## src/rtl/pwm10_dbuf.sv

```systemverilog
module pwm10_dbuf #(
  parameter int TW = 8,
  parameter int SW = 2
) (
  input  logic          clk,
  input  logic          rst,
  input  logic          en,
  input  logic [TW-1:0] period,
  input  logic [TW-1:0] duty_hi,
  input  logic [SW-1:0] duty_lo,
  input  logic          port_bit,
  input  logic          dir_out,
  output logic          pin_o,
  output logic          pin_oe,
  output logic          pwm_own,
  output logic [TW+SW-1:0] slave_duty
);
  localparam int BW = TW + SW;

  logic [TW-1:0] tmr;
  logic [SW-1:0] sub;
  logic          armed;

  wire sub_wrap = &sub;
  wire at_end   = sub_wrap && (tmr == period);

  always_ff @(posedge clk) begin
    if (rst) begin
      tmr        <= '0;
      sub        <= '0;
      armed      <= 1'b0;
      slave_duty <= '0;
    end else if (!en) begin
      tmr   <= '0;
      sub   <= '0;
      armed <= 1'b0;
    end else begin
      sub <= sub + 1'b1;
      if (at_end) begin
        tmr        <= '0;
        armed      <= 1'b1;
        slave_duty <= {duty_hi, duty_lo};
      end else if (sub_wrap) begin
        tmr <= tmr + 1'b1;
      end
    end
  end

  wire [BW-1:0] tbase = {tmr, sub};
  wire          pwm   = armed && (tbase < slave_duty);

  assign pwm_own = en;
  assign pin_o   = en ? pwm : port_bit;
  assign pin_oe  = dir_out;
endmodule

```

## config.mk

```make
export PLATFORM = sky130hd
export DESIGN_NAME = pwm10_dbuf
export DESIGN_NICKNAME = d
export VERILOG_FILES = /design/src/rtl/pwm10_dbuf.sv
export SDC_FILE = /design/constraint.sdc
export NUM_CORES = 1
export LEC_CHECK = 0
export CORE_MARGIN = 3
export CORE_UTILIZATION = 55
export DETAILED_ROUTE_END_ITERATION = 12
export DONT_BUFFER_PORTS = 1
export PLACE_DENSITY_LB_ADDON = 0.1
export SYNTH_ARGS = -nofsm -noshare
export SYNTH_HDL_FRONTEND = slang
export SYNTH_SLANG_ARGS = --single-unit
export TNS_END_PERCENT = 100
```

## constraint.sdc

```tcl
create_clock -name clk -period 3.68 [get_ports clk]
set_input_delay 0.184 -clock clk [delete_from_list [all_inputs] [get_ports clk]]
set_output_delay 0.184 -clock clk [all_outputs]
set_load 0.02 [all_outputs]
```

After elaboration in Yosys (flattened, before gate mapping):

Cells that the tools add are included.
Widths: inputs -> output; s select.

* memories kept: 0
* output and inout port bits: 13
* latch bits: 0
* ROM bits: 0
* register bits: 21
* input bits: 23
* bits in writable memories: 0
* word-level logic and storage cells: 16

* magnitude comparators: 1
* reduce and logical (&&, ||, !) cells: 6
* equality and inequality tests: 1
* add/subtract/negate cells: 2
* divide/modulo/power cells: 0
* shift-type cells: 0
* multipliers: 0
* multiplexer cells: 1
* bitwise gates (word level): 1

Operators with widths (count)
* $lt 10x10->1: 1
* $add 8x1->8 const B: 1
* $eq 8x8->1: 1
* $reduce_and 2->1: 2
* $reduce_or 3->1: 1
* $add 2x1->2 const B: 1
* $logic_and 1x1->1: 2
* $reduce_or 2->1: 1
* $mux 1: 1
* $not 1->1: 1

Depth between registers and ports, before layout:

Gate-level depths: netlist of the first run.

* word-level depth: 3
* mapped depth: 7

Worst setup path after synthesis of the first run:

OpenSTA, ideal clock, no wires.

* path type: flip-flop to flip-flop
* start: register sub[0]
* end: register slave_duty[0]
* arrival: 1.595 ns
* stages on the path, launching flop included: 7
* clock period less this slack: 1.727 ns
* setup slack: 1.953 ns
* cell sequence: dfxtp_1 ha_1 o2111ai_1 or4_4 buf_6 o31ai_1 a21oi_1

* longest elaborated chain between the ends: 3

RTL lines
* start, declared: line 21 `logic [SW-1:0] sub;`
* start signal, assigned: line 38 `sub <= sub + 1'b1;`
* $reduce_and 2->1: line 24 `wire sub_wrap = &sub;`
* net sub_wrap: line 24
* $logic_and 1x1->1: line 25 `wire at_end = sub_wrap && (tmr == period);`
* $reduce_and 2->1 (no source line)
* end signal, assigned: line 42 `slave_duty <= {duty_hi, duty_lo};`
* end, declared: line 16 `output logic [TW+SW-1:0] slave_duty`

The timed path passes the listed nets, and every way through them passes these cells.
A chain may end at the register's enable or synchronous reset.

Worst setup path after layout of the first run:

* start: register slave_duty[5]
* end: output port pin_o

* longest elaborated chain between the ends: 3

RTL lines
* $lt 10x10->1: line 50 `wire pwm = armed && (tbase < slave_duty);`
* $logic_and 1x1->1: line 50
* $mux 1: line 53 `assign pin_o = en ? pwm : port_bit;`
* end, declared: line 13 `output logic pin_o,`

No other way between the ends.

==> flow_summary.json, run 1 <==
{
  "status": "completed",
  "regArea_um2": 420,
  "worst_slew_pin_slew_ns": 0.475,
  "clkSinkCount": 21,
  "cts_buffers": 3,
  "max_freq_mhz": 470,
  "post-route-util_pct": 61.9,
  "yosysWarnings": 0,
  "clk_pin_slew_worst_paths_ns": 0.11,
  "setup_violations": 0,
  "die_y_um": 53.0,
  "critPathRequiredTime_ns": 3.50,
  "antenna_found_initial": 0,
  "path_max_fanout": 3,
  "cts_setup_buffers": 0,
  "hp-start": "duty_hi[4]",
  "synth_edf_count": 0,
  "synth_cell_type_count": 31,
  "hold_viol": 0,
  "slew_headroom_pct": 68.2,
  "tritoncts": "built",
  "final.setup_skew_ns": 0.00154,
  "grt_start_max_net_pins": 15,
  "grt_overflow": 0,
  "cp-start-kind": "flip-flop",
  "placed_cell_area_um2": 1200,
  "root_buffer": "clkbuf_4",
  "cp-end-kind": "primary output",
  "cp.arrival_ns": 1.94,
  "drive_above_1_share_pct": 5.04,
  "criticalPathCategory": "reg2out",
  "cap_violations": 0,
  "pre_cts_slack_ns": 1.75,
  "wl_per_cell_um": 16.2,
  "ys_async_sr_fraction_pct": 0,
  "drv_slew": 0,
  "synth_area_um2": 1220,
  "rsz0062_at_grt": "no",
  "grt_pass1_vias": 972,
  "clock_path_buffers": 2,
  "core_area_um2": 2020,
  "syn_nets": 175,
  "num_vias": 1012,
  "num_rows": 16,
  "synth_ff_type": "dfxtp_1",
  "start_util_pct": 60.1,
  "syn_area_per_cell_um2": 8.63,
  "io_pins": 36,
  "drt-total-wl_mm": 2.69,
  "startpoint": "slave_duty[5]",
  "dp_hpwl_mm": 2.02,
  "fp.dieArea_um2": 2810,
  "cts_max_level": 1,
  "power.density_nw_per_um2": 287,
  "power_mw": 0.359,
  "gp_congestion": 0.806,
  "vdd_drop_max_mv": 0.226,
  "synth-seq-cells": 21,
  "nFillCells": 193,
  "multi_input_area_um2": 691,
  "grt_pass1_wl_mm": 4.42,
  "fin_crit_sh_pct": 57.8,
  "drt.antenna.violating_nets": 0,
  "drt-initial-drc-count": 21,
  "yosys.area.top_type": "dfxtp_1",
  "firstDrtPassIters": 4,
  "setup_slack_ns": 1.55,
  "fin_crit_ns": 2.13,
  "synth_common_cells": "21 x dfxtp_1, 14 x a21oi_1, 14 x inv_1",
  "r2r-start": "sub[0]",
  "synthToLayoutAreaGrowth_pct": 2.88,
  "die_w_um": 53.0,
  "drc": 0,
  "hold_class": "in2reg",
  "synth_most_common_cell": "dfxtp_1",
  "syn_inst": 141,
  "layout.cells.non_filler": 166,
  "tns_ns": 0,
  "ys_seq_area_share_pct": 34.6,
  "clock_latency_ns": 0.30,
  "vias_per_cell": 6.10,
  "power_leakage_nw": 0.447,
  "ys_top_cells_by_area": "dfxtp_1 35%, ha_1 11%, nand4_1 6.2%",
  "track_usage_pct": 21.4,
  "hold_slack_ns": 0.0157,
  "num_antenna_cells": 0,
  "placedCellCount": 160,
  "nets": 174,
  "fin_area_um2": 1250,
  "yosysTopAreaCellShare_pct": 34.6,
  "port_buffers": 0
}
==> cell families (layout without fill, tap and decap cells) <==
group	Yosys count	after routing	share of synthesized area, %
flops	21	21	34.6
mux	1	1	0.823
buf+inv	23	21	8.64
fa+ha+maj	11	11	11.3
xor+xnor	12	12	8.64
simple gates	40	40	17.9
compound gates	33	33	18.1
==> layer usage <==
layer / track usage, % / up-vias / routed length, µm
li1: - / 503 / -
met1: 28.1 / 481 / 1230
met2: 34.5 / 26 / 1260
met3: 3.94 / 2 / 186
met4: 7.66 / 0 / 12
met5: 0 / - / 0
==> worst paths after layout <==
path                                       to  slack (ns)  cells after the start
worst max register to register         tmr[6]        1.72                      5
worst max-delay path                    pin_o        1.55                      7
worst min register to register         sub[0]        0.47                      1
worst min-delay path            slave_duty[6]        0.02                      2
==> registers in the layout, indices dropped and copies added (netlist names) <==
name	cells
armed	1
slave_duty	10
sub	2
tmr	8
==> worst max-delay path: stages, from the launching register on <==
cell	delay [ns]
dfxtp_1	0.49
inv_1	0.08
ha_1	0.30
o21a_1	0.19
o2111ai_1	0.19
a21oi_1	0.06
nand2_1	0.09
a22o_1	0.25
==> cell usage in the layout (no fill, tap or decap), types with 2 or more instances in the layout <==
cell	count
o31ai_1	10
xnor2_1	5
a21oi_1	14
nor2_1	9
ha_1	11
dfxtp_1	21
o2111ai_1	2
and3_1	2
xor2_1	7
nand2_1	5
inv_1	14
nand3_1	2
nor3_1	3
clkbuf_4	3
dlygate4sd3_1	2
nand2b_1	3
nand4_1	12
==> where the power goes <==
part | internal, mW | switching, mW
Sequential | 0.228 | 0.000792
Combinational | 0.00673 | 0.0126
Clock | 0.0422 | 0.0688
==> area by class of cell <==
cell class	instances	share of cell area, %
clock buffers	4	2.10
flip-flops and latches	21	33.6
multi-input cells	97	55.2
well taps	27	2.70
repair buffers	3	2.20
inverters	14	4.20
==> what timing repair did <==
| item | CTS | global route |
|---|---|---|
| resized for setup | 0 | 0 |
| endpoints found under the setup margin | 0 | 0 |
| endpoints found under the hold margin | 12 | 1 |
| hold buffers | 1 | 1 |
(Power assumes the default switching activity.)
==> run 2: changes to the inputs <==
==> constraint.sdc (replaced) <==
create_clock -name clk -period 1.9 [get_ports clk]
set_input_delay 0.095 -clock clk [delete_from_list [all_inputs] [get_ports clk]]
set_output_delay 0.095 -clock clk [all_outputs]
set_load 0.02 [all_outputs]
==> run 2 against run 1 <==
Critical path depth unchanged. Non-clock buffer count grew 17. Count of clock-buffer cells in the layout is the same. Via count up 8.4%. Worst setup slack worse by 1.5 ns. First-iteration DRC count up 43%. Routed wire length rose by 10%. Final area rose by 13%. Cell count grew 10%. Utilization is 8.3 points higher.
==> flow_summary.json, run 2 (synthesized netlist as in run 1, its figures left out) <==
{
  "switching_share_pct": 22.6,
  "drc": 0,
  "grt_start_max_net_pins": 15,
  "path_max_fanout": 2,
  "cp.arrival_ns": 1.72,
  "core_area_um2": 2020,
  "synthToLayoutAreaGrowth_pct": 16.7,
  "gp_congestion": 0.773,
  "comb_power_share_pct": 8.6,
  "vdd_drop_max_mv": 0.420,
  "hold_class": "in2reg",
  "max_freq_mhz": 552,
  "fin_crit_ns": 1.81,
  "p_int_mw": 0.553,
  "clock_path_buffers": 2,
  "grt_pass1_wl_mm": 4.55,
  "root_buffer": "clkbuf_4",
  "clkSinkCount": 21,
  "wl_per_cell_um": 16.2,
  "layout_common_cells": "16 x dfxtp_1, 14 x inv_1, 14 x a21oi_1",
  "power.density_nw_per_um2": 503,
  "largest_reg_flops": 10,
  "firstDrtPassIters": 4,
  "power_frac_seq_pct": 62.1,
  "slew_headroom_pct": 68.5,
  "antenna_found_initial": 0,
  "final.setup_skew_ns": 0.00510,
  "cp-start-kind": "flip-flop",
  "start_util_pct": 60.1,
  "clk_pin_slew_worst_paths_ns": 0.11,
  "hold_viol": 0,
  "grt_overflow": 0,
  "cap_violations": 0,
  "io_pins": 36,
  "num_antenna_cells": 0,
  "num_rows": 16,
  "drv_slew": 0,
  "fin_area_um2": 1420,
  "cts_max_level": 1,
  "p_clk_share_pct": 29.3,
  "drt.antenna.violating_nets": 0,
  "largest_register": "slave_duty",
  "power_leakage_nw": 0.533,
  "p_switching_mw": 0.162,
  "grt_pass1_vias": 1043,
  "final_common_cell": "dfxtp_1",
  "fin_crit_sh_pct": 95.4,
  "cp-end-kind": "primary output",
  "track_usage_pct": 22.0,
  "nFillCells": 166,
  "cts_buffers": 3,
  "dp_hpwl_mm": 2.08,
  "nets": 191,
  "num_vias": 1097,
  "fp.dieArea_um2": 2810,
  "criticalPathCategory": "reg2out",
  "setup_violations": 0,
  "drt-total-wl_mm": 2.97,
  "hold_slack_ns": 0.0253,
  "port_buffers": 0,
  "largestRegisters": "slave_duty (10), tmr (8), sub (2)",
  "status": "completed",
  "worst_slew_pin_slew_ns": 0.471,
  "drive_above_1_share_pct": 12.8,
  "die_y_um": 53.0,
  "die_w_um": 53.0,
  "critPathRequiredTime_ns": 1.80,
  "tritoncts": "built",
  "post-route-util_pct": 70.2,
  "rsz0062_at_grt": "yes",
  "placed_cell_area_um2": 1260,
  "vias_per_cell": 5.99,
  "clock_latency_ns": 0.30,
  "drt-initial-drc-count": 30
}
## run 2: cell count changes in the layout (fill, tap and decap cells not counted)
cell | previous run | this run
a22o_4 | 0 | 1
dfxtp_2 | 0 | 5
dfxtp_1 | 21 | 16
buf_4 | 1 | 8
dlygate4sd3_1 | 2 | 12
a22o_1 | 1 | 0
## run 2: path summary, 6_finish.rpt
path                                    start            end  slack (ns)  cells past startpoint
worst max-delay path            slave_duty[5]          pin_o        0.09                      7
worst min-delay path                      rst         sub[1]        0.03                      2
worst max register to register         tmr[3]  slave_duty[5]        0.10                      5
worst min register to register         sub[0]         sub[0]        0.46                      1
## run 2: stage by stage
| step | setup TNS [ns] | setup slack (ns) | instances | power, mW |
|---|---|---|---|---|
| after CTS | 0 | 0.00572 | 183 | 0.717 |
| final | 0 | 0.0875 | 183 | 0.714 |
| after global placement | 0 | 0.180 | 167 | 0.484 |
| after global routing | -0.00154 | -0.00154 | 183 | 0.744 |
| after floorplan | 0 | 0.173 | 141 | 0.490 |
| after detailed placement | 0 | 0.150 | 167 | 0.485 |
## run 2: power groups by stage
| stage | clock network, mW | registers, mW | logic (mW) |
|---|---|---|---|
| after global placement | 0 | 0.453 | 0.0308 |
| after CTS | 0.215 | 0.444 | 0.0580 |
| after global routing | 0.234 | 0.444 | 0.0661 |
| final | 0.209 | 0.443 | 0.0614 |
| after floorplan | 0 | 0.453 | 0.0371 |
| after detailed placement | 0 | 0.454 | 0.0313 |
## run 2: cell type report
class | count | area, µm² | share of cell area [%]
Clock buffer | 4 | 26.3 | 1.85
Tap cell | 27 | 33.8 | 2.38
Timing Repair Buffer | 20 | 180 | 12.7
Multi-Input combinational cell | 97 | 699 | 49.3
Inverter | 14 | 52.6 | 3.70
Sequential cell | 21 | 427 | 30.1
## run 2: routing by layer
layer  track usage [%]  part of all wire, %  up-vias
met2              38.8                   50       30
met3              5.35                  5.7        2
met4              8.09                 0.44        0
met5                 0                    0        -
li1                  -                    -      541
met1              25.3                   44      524
## run 2: repair_timing
| action | 4_1_cts | 5_1_grt |
|---|---|---|
| endpoints found under the hold margin | 12 | 0 |
| hold buffers | 12 | 0 |
| setup endpoints to repair | 1 | 2 |
| setup buffers | 0 | 0 |
| resized for setup | 2 | 5 |
## run 2: worst max-delay path: stages, from the launching register on
cell and delay (ns):
dfxtp_1 0.36, inv_1 0.05, ha_1 0.28, o21a_1 0.13
o2111ai_1 0.10, a21oi_1 0.13, nand2_1 0.11, a22o_4 0.26
==> run 3: changes to the inputs <==
--- a/config.mk
+++ b/config.mk
@@ -5,8 +5,10 @@
 export SDC_FILE = /design/constraint.sdc
 export NUM_CORES = 1
 export LEC_CHECK = 0
+export CELL_PAD_IN_SITES_DETAIL_PLACEMENT = 1
+export CELL_PAD_IN_SITES_GLOBAL_PLACEMENT = 1
 export CORE_MARGIN = 3
-export CORE_UTILIZATION = 55
+export CORE_UTILIZATION = 40
 export DETAILED_ROUTE_END_ITERATION = 12
 export DONT_BUFFER_PORTS = 1
 export PLACE_DENSITY_LB_ADDON = 0.1
==> run 3 against run 2 <==
Critical path depth decreased by 3. Clock power increased by 11%. Sequential share of layout area decreased by 2.0 points. Utilization decreased by 16 points. Flip-flop and latch count unchanged.
==> flow_summary.json, run 3 (synthesized netlist as in run 1, its figures left out) <==
{
  "multi_input_area_um2": 763,
  "num_rows": 19,
  "cap_violations": 0,
  "port_buffers": 0,
  "root_buffer": "clkbuf_4",
  "drv_slew": 0,
  "antenna_found_initial": 0,
  "num_vias": 1177,
  "grt_pass1_vias": 1214,
  "num_antenna_cells": 0,
  "regArea_um2": 429,
  "vias_per_cell": 6.10,
  "cts_setup_buffers": 0,
  "drc": 0,
  "power_leakage_nw": 0.566,
  "grt_start_max_net_pins": 15,
  "clock_path_buffers": 2,
  "setup_violations": 0,
  "clkSinkCount": 21,
  "fp.dieArea_um2": 3740,
  "io_pins": 36,
  "cp.arrival_ns": 1.73,
  "track_usage_pct": 21.2,
  "slew_headroom_pct": 61.0,
  "cp-start-kind": "flip-flop",
  "largest_reg_flops": 10,
  "pre_cts_slack_ns": 0.0312,
  "final.setup_skew_ns": 0.00434,
  "power.density_nw_per_um2": 488,
  "firstDrtPassIters": 4,
  "largest_register": "slave_duty",
  "cts_max_level": 1,
  "tritoncts": "built",
  "dp_hpwl_mm": 2.61,
  "die_w_um": 61.1,
  "clk_pin_slew_worst_paths_ns": 0.12,
  "grt_util_met1_pct": 27.4,
  "criticalPathCategory": "reg2out",
  "hold_viol": 0,
  "cp-end-kind": "primary output",
  "grt_pass1_wl_mm": 5.82,
  "fin_crit_sh_pct": 96.3,
  "post-route-util_pct": 54.0,
  "drt-total-wl_mm": 3.75,
  "groute.layer.met3.usage_pct": 2.31,
  "status": "completed",
  "rsz0062_at_grt": "yes",
  "grt-busiest-layer": "met2",
  "path_max_fanout": 4,
  "gp_congestion": 0.802,
  "crit_slowest_cell": "dfxtp_1",
  "setup_slack_ns": 0.0700,
  "die_y_um": 61.1,
  "path_cells": "ha_1, a21o_1, a211oi_2, a22o_4",
  "start_util_pct": 43.0,
  "drt.antenna.violating_nets": 0,
  "layout_common_cells": "14 x inv_1, 14 x a21oi_1, 14 x dfxtp_1",
  "clock_latency_ns": 0.32,
  "fin_crit_ns": 1.83,
  "critPathRequiredTime_ns": 1.80,
  "worst_slew_pin_slew_ns": 0.585,
  "slowest_delay_ns": 0.45,
  "largestRegisters": "slave_duty (10), tmr (8), sub (2)",
  "max_freq_mhz": 546,
  "grt_overflow": 0,
  "core_area_um2": 2830,
  "nets": 197,
  "drt-initial-drc-count": 43,
  "nFillCells": 336,
  "cts_buffers": 3,
  "drive_above_1_share_pct": 22.8,
  "use_met2_pct": 36.1,
  "synthToLayoutAreaGrowth_pct": 25.6,
  "wl_per_cell_um": 19.4,
  "hold_class": "in2reg",
  "vdd_drop_max_mv": 0.272
}
==> run 3: cell count changes in the layout (fill, tap and decap cells not counted), moves of 2 or more <==
cell,delta
o31ai_2,+5
dfxtp_2,+2
buf_4,+5
o31ai_1,-5
dfxtp_1,-2
==> run 3: metal layers <==
layer / share of wire [%] / up-vias
li1: - / 551
met1: 44 / 579
met2: 49 / 36
met3: 4.5 / 11
met4: 2.3 / 0
met5: 0 / -
==> run 3: worst max-delay path, delay by kind of cell (launching register included) <==
kind                       cells  cell delay (ns)
AOI/OAI and AO/OA              3             0.69
adders and majority gates      1             0.29
DFF                            1             0.45
==> run 3: through the flow <==
step                      power [mW]  TNS (ns)  cells  hold slack [ns]  instance area [µm²]
final                          0.745         0    193           0.0269                 1530
after floorplan                0.490         0    141            0.172                 1220
after global routing           0.781    -0.163    193           0.0137                 1530
after CTS                      0.742         0    192           0.0116                 1460
after global placement         0.487         0    176            0.167                 1310
after detailed placement       0.489         0    176            0.169                 1310
==> run 3: layout make-up <==
cell class                      instances  share of cell area [%]
Clock buffer                            4                    1.72
Timing Repair Buffer                   25                    14.3
Tap cell                               31                    2.54
Multi-Input combinational cell         98                    50.0
Sequential cell                        21                    28.1
Inverter                               14                    3.44
==> run 3: path summary, 6_finish.rpt <==
path | start | end | slack, ns | cells past startpoint
max | tmr[6] | pin_o | 0.07 | 4
min | rst | tmr[5] | 0.03 | 3
max reg2reg | sub[1] | slave_duty[7] | 0.14 | 5
min reg2reg | sub[0] | sub[0] | 0.44 | 1
==> run 3: power by group <==
part / total, mW / switching, mW / internal [mW] / leakage (nW)
registers: 0.444 / 0.00159 / 0.442 / 0.173
clock network: 0.232 / 0.150 / 0.0823 / 0.0150
logic: 0.0687 / 0.0379 / 0.0309 / 0.378
total: 0.745 / 0.189 / 0.556 / 0.566
==> run 3: what timing repair did <==
action / CTS / global route
cloned: 0 / 1
pin swaps: 1 / 2
hold buffers: 12 / 0
setup endpoints to repair: 1 / 16
gates resized for setup: 1 / 17
endpoints found under the hold margin: 12 / 0
